File: src/rtl/char_io_port.sv
module char_io_port #(
  parameter int DW = 8
) (
  input  logic          clk,
  input  logic          rst,
  input  logic          kb_stb,
  input  logic [DW-1:0] kb_data,
  input  logic          cpu_rd,
  output logic [DW-1:0] rd_data,
  input  logic          cpu_wr,
  input  logic [DW-1:0] wr_data,
  output logic [DW-1:0] out_data,
  output logic          out_valid,
  input  logic          prn_done,
  input  logic          ie_we,
  input  logic          ie_din,
  output logic          in_flag,
  output logic          out_flag,
  output logic          irq
);

  logic [DW-1:0] in_reg;
  logic          ie;

  wire take_in  = kb_stb && !in_flag;
  wire rd_ok    = cpu_rd && in_flag;
  wire wr_ok    = cpu_wr && out_flag;
  wire done_ok  = prn_done && !out_flag;

  always_ff @(posedge clk) begin
    if (rst) begin
      in_reg  <= '0;
      in_flag <= 1'b0;
    end else if (take_in) begin
      in_reg  <= {1'b0, kb_data[DW-2:0]};
      in_flag <= 1'b1;
    end else if (rd_ok) begin
      in_flag <= 1'b0;
    end
  end

  always_ff @(posedge clk) begin
    if (rst) begin
      out_data  <= '0;
      out_flag  <= 1'b1;
      out_valid <= 1'b0;
    end else begin
      out_valid <= wr_ok;
      if (wr_ok) begin
        out_data <= wr_data;
        out_flag <= 1'b0;
      end else if (done_ok) begin
        out_flag <= 1'b1;
      end
    end
  end

  always_ff @(posedge clk) begin
    if (rst)        ie <= 1'b0;
    else if (ie_we) ie <= ie_din;
  end

  assign rd_data = rd_ok ? in_reg : '0;
  assign irq     = ie && (in_flag || out_flag);

  p_in_load_r2: assert property (@(posedge clk) disable iff (rst)
    (kb_stb && !in_flag) |=> (in_flag && !in_reg[DW-1]));

  p_in_hold_r3: assert property (@(posedge clk) disable iff (rst)
    (in_flag && !cpu_rd) |=> (in_flag && $stable(in_reg)));

  p_rd_clear_r4: assert property (@(posedge clk) disable iff (rst)
    (cpu_rd && in_flag) |=> !in_flag);

  p_out_load_r6: assert property (@(posedge clk) disable iff (rst)
    (cpu_wr && out_flag) |=> (!out_flag && out_valid && out_data == $past(wr_data)));

  p_out_hold_r7: assert property (@(posedge clk) disable iff (rst)
    (!out_flag && !prn_done) |=> (!out_flag && !out_valid && $stable(out_data)));

  p_done_set_r8: assert property (@(posedge clk) disable iff (rst)
    (!out_flag && prn_done) |=> out_flag);

  p_valid_busy_r6: assert property (@(posedge clk) disable iff (rst)
    out_valid |-> !out_flag);

endmodule

File: config.mk
export PLATFORM = sky130hd
export DESIGN_NAME = char_io_port
export DESIGN_NICKNAME = d
export VERILOG_FILES = /design/src/rtl/char_io_port.sv
export SDC_FILE = /design/constraint.sdc
export NUM_CORES = 1
export LEC_CHECK = 0
export BUFFER_PORTS_ARGS = -buffer_cell sky130_fd_sc_hd__clkbuf_2
export CAP_MARGIN = 20
export CORE_UTILIZATION = 45
export CTS_BUF_LIST = sky130_fd_sc_hd__clkbuf_16
export DETAILED_ROUTE_END_ITERATION = 12
export PLACE_DENSITY_LB_ADDON = 0.2
export SLEW_MARGIN = 20
export SYNTH_ARGS = -nofsm -noshare
export SYNTH_HDL_FRONTEND = slang
export SYNTH_SLANG_ARGS = --single-unit
File: constraint.sdc
create_clock -name clk -period 2.4 [get_ports clk]
set_input_delay 0.48 -clock clk [delete_from_list [all_inputs] [get_ports clk]]
set_output_delay 0.48 -clock clk [all_outputs]
set_load 0.1 [all_outputs]
==> impl_metrics.py <==
metrics = {
    "clock_network": {
        "root_buffer": "clkbuf_16",
        "cts_resized": 0,
        "htreeDepth": 1,
        "clock_latency_ns": 0.25,
        "postCtsHoldBufs": 0,
        "cts_buffers": 3,
        "path_clk_slew_ns": 0.05,
        "cts_post_setup_buffers_inserted": 0,
        "cts_tree": "done",
        "clock_path_buffers": 2,
        "clkSinkCount": 19,
    },
    "floorplanning": {
        "chipHeight_um": 46.8,
        "die_area_um2": 2190,
        "ioPinCount": 44,
        "core_um2": 1800,
        "start_util": 0.501,
        "die_x_um": 46.8,
        "rows": 15,
    },
    "timing": {
        "max_freq_mhz": 531,
        "hold_viol": 0,
        "grt_setup_unrepaired": "no",
        "fin_crit_ns": 1.88,
        "slew_headroom": 0.638,
        "skew_ns": 0.000988,
        "tightest_slew_ns": 0.545,
        "setup_slack_ns": 0.517,
        "drv_slew": 0,
        "period_share": 0.785,
        "final.setup.tns_ns": 0,
        "setup_viol": 0,
    },
    "worst_setup_path": {
        "worst-path-max-fanout": 18,
        "worstSetupStartpointType": "flip-flop",
        "cp.arrival_ns": 1.40,
        "worstSetupPathType": "reg -> out",
        "crit_required_ns": 1.92,
        "endpoint_kind": "output pin",
        "reg2regPathDepth": 3,
    },
    "cells_and_area": {
        "nFillCells": 172,
        "seqCellArea_um2": 382,
        "nNetsFinal": 153,
        "largest_reg_flops": 8,
        "multi_input_area_um2": 450,
        "drive_gt1_frac": 0.453,
        "fin_area_um2": 1150,
        "final_cell_mix": "41 x clkbuf_2, 18 x dfxtp_1, 8 x nand3_1",
        "final_common_cell": "clkbuf_2",
        "areaGrowthSynthToFinish_pct": 28.0,
        "diodes": 0,
    },
    "power_and_ir_drop": {
        "clockPowerShare": 0.374,
        "power_density_nw_per_um2": 765,
        "power.leakage_nw": 0.547,
        "switchingPower_w": 0.000273,
        "power_frac_seq": 0.397,
        "irDropWorstVdd_mv": 0.382,
        "p_int_w": 0.000610,
        "switching_share": 0.309,
        "combPwrFrac": 0.229,
    },
    "logic_synthesis": {
        "synth_seq_cells": 19,
        "yosysSeqAreaShare": 0.422,
        "synth_cell_type_count": 24,
        "syn_nets": 114,
        "syn_avg_cell_area_um2": 10.0,
        "synthesis.area_um2": 902,
        "synth_cells": 90,
        "synth-async-reset-ratio": 0,
        "synth_edf_count": 0,
        "yosys_warnings": 0,
        "synthFlopType": "dfxtp_1",
    },
    "place": {
        "gp_congestion": 0.721,
        "portBuffers": 41,
        "dp_hpwl_um": 1190,
        "dpl-instance-area_um2": 1080,
        "place_ws_ns": 0.665,
    },
    "worst_hold_path": {
        "worstHoldPathType": "reg -> reg",
        "whs_path_depth": 2,
    },
    "global_route": {
        "grt_pass1_wl_um": 2770,
        "overflow": 0,
        "grt_pass1_vias": 631,
        "antenna_found_initial": 0,
        "grt_max_degree": 27,
        "grt_usage": 0.188,
    },
    "drt": {
        "drtIter0Drc": 6,
        "viasPerCell": 4.91,
        "routed_wl_um": 1750,
        "route.detailed.drc": 0,
        "routedWlPerCell_um": 11.5,
        "dr.pass1.iters": 4,
        "antenna_left": 0,
        "num_vias": 751,
    },
    "outcome": {
        "status": "finished clean",
    },
    "run": {
        "maxCapViolCount": 0,
    },
}
[power groups by stage]
| stage | clock [W] | sequential (W) | combinational, W |
|---|---|---|---|
| floorplan | 0 | 0.000433 | 0.0000927 |
| global placement | 0 | 0.000356 | 0.000200 |
| detailed placement | 0 | 0.000357 | 0.000202 |
| CTS | 0.000339 | 0.000351 | 0.000202 |
| global route | 0.000354 | 0.000353 | 0.000213 |
| finish | 0.000331 | 0.000351 | 0.000202 |
[synthesized netlist by cell type (2+ instances only)]
cell type  instances  area share
nand2b_1           7       0.049
buf_6              2       0.025
nor2b_1            2       0.014
a21bo_2            6       0.067
dfxtp_1           19        0.42
nor2_1             2      0.0083
o21ai_1            6       0.033
nand4bb_1          7       0.087
a21bo_1            2       0.022
a21oi_1            6       0.033
and3_1             7       0.049
a21oi_2            2       0.019
buf_4              4       0.033
nand3_1            8       0.044
[final timing paths]
| kind | start | to | slack, ns |
|---|---|---|---|
| worst min-delay path | in_reg[0] | in_reg[0] | 0.46 |
| worst max register to register | out_flag | out_flag | 1.37 |
| worst min register to register | in_reg[0] | in_reg[0] | 0.46 |
| worst max-delay path | in_flag | rd_data[6] | 0.52 |
[cell families after synthesis]
kind of cell	Yosys count	share of synthesized area
compound gates	26	0.208
mux	1	0.0111
simple gates	35	0.275
buf+inv	8	0.0804
other cells	1	0.00416
flops	19	0.422
[critical path, stage by stage (launching register included)]
cell      delay [ns]
dfxtp_2         0.48
and3_1          0.21
clkbuf_2        0.45
[stage by stage]
step,util,std cells,hold WS (ns),power [W]
after floorplan,-,90,0.437,0.000526
after global placement,0.597,149,0.450,0.000556
after CTS,0.641,153,0.463,0.000892
after global routing,0.641,153,0.464,0.000920
after detailed placement,0.597,149,0.452,0.000559
final,0.641,153,0.462,0.000883
[layer usage]
metal	wire, µm	track usage
met5	0	0
met4	38	0.120
met3	97	0.0615
met2	741	0.278
met1	876	0.235
[final cells by class]
cell class                 count  share of cell area
clock buffer                   3              0.0650
multi-input combinational     63               0.390
tap                           25              0.0271
clock inverter                 1             0.00325
sequential                    19               0.330
timing repair buffer          42               0.184
(Power assumes the default switching activity.)
